==> src/rtl/fbg_pkg.sv <==
// Package: default geometry shared by the baud generator and its checker.
// Assumes the high byte splits into an upper-mantissa nibble and a fraction.
package fbg_pkg;
    localparam int REG_W_DEF    = 8;   // configuration register width
    localparam int FRAC_W_DEF   = 4;   // fraction bits (sixteenths)
    localparam int OS_RATIO_DEF = 16;  // oversample strobes per bit
endpackage

==> src/rtl/fbg_cfg_regs.sv <==
// Module: fbg_cfg_regs
// Holds the two divider bytes and unpacks them into mantissa and fraction.
// Assumes REG_W > FRAC_W; the high byte's upper bits extend the mantissa.
module fbg_cfg_regs #(
    parameter int REG_W  = 8,
    parameter int FRAC_W = 4,
    localparam int MANT_W = 2 * REG_W - FRAC_W
) (
    input  logic              clk,
    input  logic              rst_n,
    input  logic [REG_W-1:0]  lo_data,
    input  logic              lo_we,
    input  logic [REG_W-1:0]  hi_data,
    input  logic              hi_we,
    output logic [MANT_W-1:0] mant,
    output logic [FRAC_W-1:0] frac
);
    logic [REG_W-1:0] lo_q;
    logic [REG_W-1:0] hi_q;

    // Purpose: capture each byte on its own write strobe.
    always_ff @(posedge clk) begin
        if (!rst_n) begin
            lo_q <= '0;
            hi_q <= '0;
        end else begin
            if (lo_we) lo_q <= lo_data;
            if (hi_we) hi_q <= hi_data;
        end
    end

    // Purpose: unpack the divider fields from the stored bytes.
    always_comb begin
        mant = {hi_q[REG_W-1:FRAC_W], lo_q};
        frac = hi_q[FRAC_W-1:0];
    end
endmodule

==> src/rtl/fbg_divider.sv <==
// Module: fbg_divider
// Counts down one oversample period at a time. At each period boundary it
// loads mantissa plus the carry of a fractional phase accumulator.
// Assumes mant/frac are sampled only at boundaries; a zero mantissa idles.
module fbg_divider #(
    parameter int MANT_W = 12,
    parameter int FRAC_W = 4,
    localparam int CNT_W = MANT_W + 1
) (
    input  logic              clk,
    input  logic              rst_n,
    input  logic              enable,
    input  logic [MANT_W-1:0] mant,
    input  logic [FRAC_W-1:0] frac,
    output logic              os_tick
);
    logic [CNT_W-1:0]  cnt_q;
    logic [FRAC_W-1:0] acc_q;
    logic [FRAC_W:0]   phase_sum;
    logic [CNT_W-1:0]  next_len;
    logic              boundary;

    // Purpose: next accumulator phase and the length of the next period.
    always_comb begin
        phase_sum = {1'b0, acc_q} + {1'b0, frac};
        next_len  = {1'b0, mant} + CNT_W'(phase_sum[FRAC_W]);
        boundary  = (cnt_q == '0) || (cnt_q == CNT_W'(1));
    end

    // Purpose: down-count the period, reload at the boundary, clear on disable.
    always_ff @(posedge clk) begin
        if (!rst_n || !enable) begin
            cnt_q <= '0;
            acc_q <= '0;
        end else if (boundary) begin
            if (mant == '0) begin
                cnt_q <= '0;
            end else begin
                cnt_q <= next_len;
                acc_q <= phase_sum[FRAC_W-1:0];
            end
        end else begin
            cnt_q <= cnt_q - CNT_W'(1);
        end
    end

    // Purpose: strobe in the last cycle of every period.
    assign os_tick = enable && (cnt_q == CNT_W'(1));
endmodule

==> src/rtl/fbg_bit_counter.sv <==
// Module: fbg_bit_counter
// Counts oversample strobes and flags the last one of each bit.
// Assumes OS_RATIO >= 2; the phase restarts whenever enable is low.
module fbg_bit_counter #(
    parameter int OS_RATIO = 16,
    localparam int BC_W = $clog2(OS_RATIO)
) (
    input  logic clk,
    input  logic rst_n,
    input  logic enable,
    input  logic os_tick,
    output logic bit_tick
);
    logic [BC_W-1:0] phase_q;
    logic            wrap;

    assign wrap     = (phase_q == BC_W'(OS_RATIO - 1));
    assign bit_tick = os_tick && wrap;

    // Purpose: advance the bit phase on each oversample strobe.
    always_ff @(posedge clk) begin
        if (!rst_n || !enable) begin
            phase_q <= '0;
        end else if (os_tick) begin
            phase_q <= wrap ? '0 : phase_q + BC_W'(1);
        end
    end
endmodule

==> src/rtl/frac_baud_gen.sv <==
// Module: frac_baud_gen
// Fractional baud-rate generator: two configuration bytes set a mantissa and
// a sixteenths fraction; outputs an oversample strobe and a bit strobe.
// Assumes the divider value is computed by software from clock and baud rate.
module frac_baud_gen #(
    parameter int REG_W    = fbg_pkg::REG_W_DEF,
    parameter int FRAC_W   = fbg_pkg::FRAC_W_DEF,
    parameter int OS_RATIO = fbg_pkg::OS_RATIO_DEF,
    localparam int MANT_W  = 2 * REG_W - FRAC_W
) (
    input  logic             clk,
    input  logic             rst_n,
    input  logic [REG_W-1:0] cfg_lo_data,
    input  logic             cfg_lo_we,
    input  logic [REG_W-1:0] cfg_hi_data,
    input  logic             cfg_hi_we,
    input  logic             enable,
    output logic             os_tick,
    output logic             bit_tick
);
    logic [MANT_W-1:0] cfg_mant;
    logic [FRAC_W-1:0] cfg_frac;

    fbg_cfg_regs #(.REG_W(REG_W), .FRAC_W(FRAC_W)) i_regs (
        .clk     (clk),
        .rst_n   (rst_n),
        .lo_data (cfg_lo_data),
        .lo_we   (cfg_lo_we),
        .hi_data (cfg_hi_data),
        .hi_we   (cfg_hi_we),
        .mant    (cfg_mant),
        .frac    (cfg_frac)
    );

    fbg_divider #(.MANT_W(MANT_W), .FRAC_W(FRAC_W)) i_div (
        .clk     (clk),
        .rst_n   (rst_n),
        .enable  (enable),
        .mant    (cfg_mant),
        .frac    (cfg_frac),
        .os_tick (os_tick)
    );

    fbg_bit_counter #(.OS_RATIO(OS_RATIO)) i_bits (
        .clk      (clk),
        .rst_n    (rst_n),
        .enable   (enable),
        .os_tick  (os_tick),
        .bit_tick (bit_tick)
    );
endmodule

==> config.mk <==
export PLATFORM = sky130hd
export DESIGN_NAME = frac_baud_gen
export DESIGN_NICKNAME = d
export VERILOG_FILES = /design/src/rtl/fbg_pkg.sv /design/src/rtl/fbg_cfg_regs.sv /design/src/rtl/fbg_divider.sv /design/src/rtl/fbg_bit_counter.sv /design/src/rtl/frac_baud_gen.sv
export SDC_FILE = /design/constraint.sdc
export NUM_CORES = 1
export LEC_CHECK = 0
export BUFFER_PORTS_ARGS = -buffer_cell sky130_fd_sc_hd__clkbuf_2
export CELL_PAD_IN_SITES_DETAIL_PLACEMENT = 0
export CELL_PAD_IN_SITES_GLOBAL_PLACEMENT = 1
export CORE_MARGIN = 1.5
export CORE_UTILIZATION = 44
export DETAILED_ROUTE_END_ITERATION = 16
export PLACE_DENSITY_LB_ADDON = 0.1
export SLEW_MARGIN = 20
export SYNTH_ARGS = -nofsm -noshare
export SYNTH_HDL_FRONTEND = slang
export SYNTH_SLANG_ARGS = --single-unit
export TNS_END_PERCENT = 20
==> constraint.sdc <==
create_clock -name clk -period 2.4 [get_ports clk]
set_input_delay 0.12 -clock clk [delete_from_list [all_inputs] [get_ports clk]]
set_output_delay 0.12 -clock clk [all_outputs]
set_load 0.01 [all_outputs]
==> run metrics <==
cts bufs inserted 5; fin cells 308; crit path launch type flop; Cell Area, Synth 2030 um2; Routed Antenna Nets 0; worst hold slack 97.6 ps; worst path arrival time 2450 ps; PwrDens 1220 nW/um2; # diodes 0; CTS Hold Bufs 0; Clock Pin Slew Worst Setup and Hold Paths 70 ps; Inst Count DP 301; Async S/R FF share, synth 0; Max Cap Violations 0; Max VDD drop 0.000516 V; Starting Density 0.461; Hold Crit Class input pin to flop; outcome completed; Syn Inst Count 227; top cells by area, synth dfxtp_1, mux2i_1, ha_1, nor2b_1, xnor2_1; Post-synth EDFFs 0; most common library cells after synthesis dfxtp_1, mux2i_1, nor2_1; Achievable Freq 445 MHz; register area share after synthesis 0.364; CTS tree yes; area leader, netlist dfxtp_1; Worst EP required 2600 ps; Slew @ Worst Pin 757 ps; post-synthesis cell type count 39; Layout Skew 2.75 ps; period utilisation layout 0.937; initial drt markers 89; fraction of layout cells with a size suffix above 1 0.184; # IOs 23; CP Capture Type flop; Slew Viols, Final 0; row cnt 24; WL/cell 13.2 um; Crit Path Class flop to flop; Setup Buffers After CTS 0; Core ar. 4410 um2; residual DRC count 0; Post-synth top flop dfxtp_1; routed vias 1649; min cycle time layout 2250 ps; GP Congestion 0.808; initial antenna violation count 0; grt ovf 0; Syn Nets 259; Via-to-Cell Ratio 5.35; GR Util All Layers 0.176; LEAKAGE 1.00 nW; cts repair resizes 0; top-count cell post-synth dfxtp_1; clock buffer depth 2; flop2flop setup slack 150 ps; pin count of the biggest net entering global routing 22; Max-Slew Margin vs Limit 0.494; fillers 440; Placement Cell Area 2220 um2; top-area cell type share of the netlist area 0.364; Ys Warns 0; synthesis-to-finish area growth 15.1%; clk_lat worst skew 280 ps; die area 5040 um2; Core Util, Final 0.530; Avg Inst Size Synth 8.96 um2; Hold Fails Final Rpt 0; wirelength, routed 4060 um; hpwl dp 3050 um; DIE WIDTH 71.0 um; I/O Buffers 22; #FFs+latches synth 37; Root Buffer clkbuf_8; H-Tree Depth 2; DRT Pass-1 Iters 4; Final Setup Violations 0; Clock Sinks 37; number of global-route vias before repair 1571; Die H 71.0 um; Critical Path Fanout Max 6; first-pass GRT wire length 7160 um; post-layout instance area 2340 um2; Final nets 288
## power by group
| group | switching, mW | internal (mW) |
|---|---|---|
| logic | 0.833 | 0.743 |
| registers | 0.114 | 0.723 |
| clock network | 0.207 | 0.228 |
## critical path: stages, from the launching register on
cell	delay, ps
dfxtp_2	330
ha_2	170
inv_1	50
fa_2	340
nor2b_1	110
o21ai_0	70
nand2b_1	120
ha_4	180
ha_1	210
nand2_1	60
nor3_1	180
xor2_1	160
nand2_1	60
a21oi_1	120
## worst paths after layout
path / from / endpoint / cells after the start
worst max-delay path: i_regs.hi_q[0] / i_div.cnt_q[8] / 13
worst min register to register: i_bits.phase_q[0] / i_bits.phase_q[0] / 2
worst max register to register: i_regs.hi_q[0] / i_div.cnt_q[8] / 13
worst min-delay path: cfg_hi_data[1] / i_regs.hi_q[1] / 3
## cell families (layout without fill, tap and decap cells)
group / count (synthesis) / after routing / synth area share
and+or+nand+nor: 97 / 97 / 0.262
DFF: 37 / 37 / 0.364
AOI/OAI and AO/OA: 30 / 30 / 0.0929
muxes: 22 / 22 / 0.108
xor gates and xnor gates: 15 / 15 / 0.0646
buffers and inverters: 15 / 44 / 0.0369
adders and majority gates: 11 / 11 / 0.0714
## registers in the layout, indices dropped and copies added, names as in the netlist
| name | count |
|---|---|
| i_bits.phase_q | 4 |
| i_div.acc_q | 4 |
| i_div.cnt_q | 13 |
| i_regs.hi_q | 8 |
| i_regs.lo_q | 8 |
## stage by stage
stage          TNS [ps]  setup WS, ps  power (mW)
2_1_floorplan         0           203        2.10
3_3_place_gp          0          61.1        2.44
3_5_place_dp          0          24.7        2.43
4_1_cts               0          10.9        2.88
5_1_grt           -3.57         -3.57        3.09
6_report              0           151        2.85
## layout make-up
class,instances,area [um2],share of cell area
tap,52,65.1,0.0278
multi-input combinational,175,1250,0.535
clock buffer,7,86.3,0.0369
inverter,8,30.0,0.0128
timing repair buffer,29,163,0.0695
sequential,37,743,0.318
## layer usage
layer | track usage | vias up | routed length [um]
met5 | 0 | - | 0
met4 | 0.0461 | 0 | 34
met3 | 0.0299 | 4 | 114
met2 | 0.278 | 28 | 1800
met1 | 0.250 | 756 | 2100
li1 | - | 861 | -
## layout by cell type (no fill, tap or decap), drive strengths merged
master | netlist | routed
and2 | 1 | 1
xnor2 | 9 | 9
a211oi | 3 | 3
nor3b | 2 | 2
nor3 | 6 | 6
nand2 | 16 | 16
o41ai | 1 | 1
nor4 | 5 | 5
ha | 10 | 10
and4 | 2 | 2
nand3 | 10 | 10
nor2b | 17 | 17
or3b | 2 | 2
and3 | 5 | 5
o21a | 1 | 1
inv | 8 | 8
or3 | 2 | 2
fa | 1 | 1
or2 | 1 | 1
a21o | 1 | 1
o31a | 1 | 1
buf | 2 | 7
a22oi | 4 | 4
clkbuf | 5 | 29
a31oi | 1 | 1
or4 | 1 | 1
o21ai | 3 | 3
a21oi | 13 | 13
nor2 | 20 | 20
xor2 | 6 | 6
dfxtp | 37 | 37
nand2b | 2 | 2
mux2i | 22 | 22
a221oi | 2 | 2
nand4 | 5 | 5
Power figures use the tool's default switching activity.
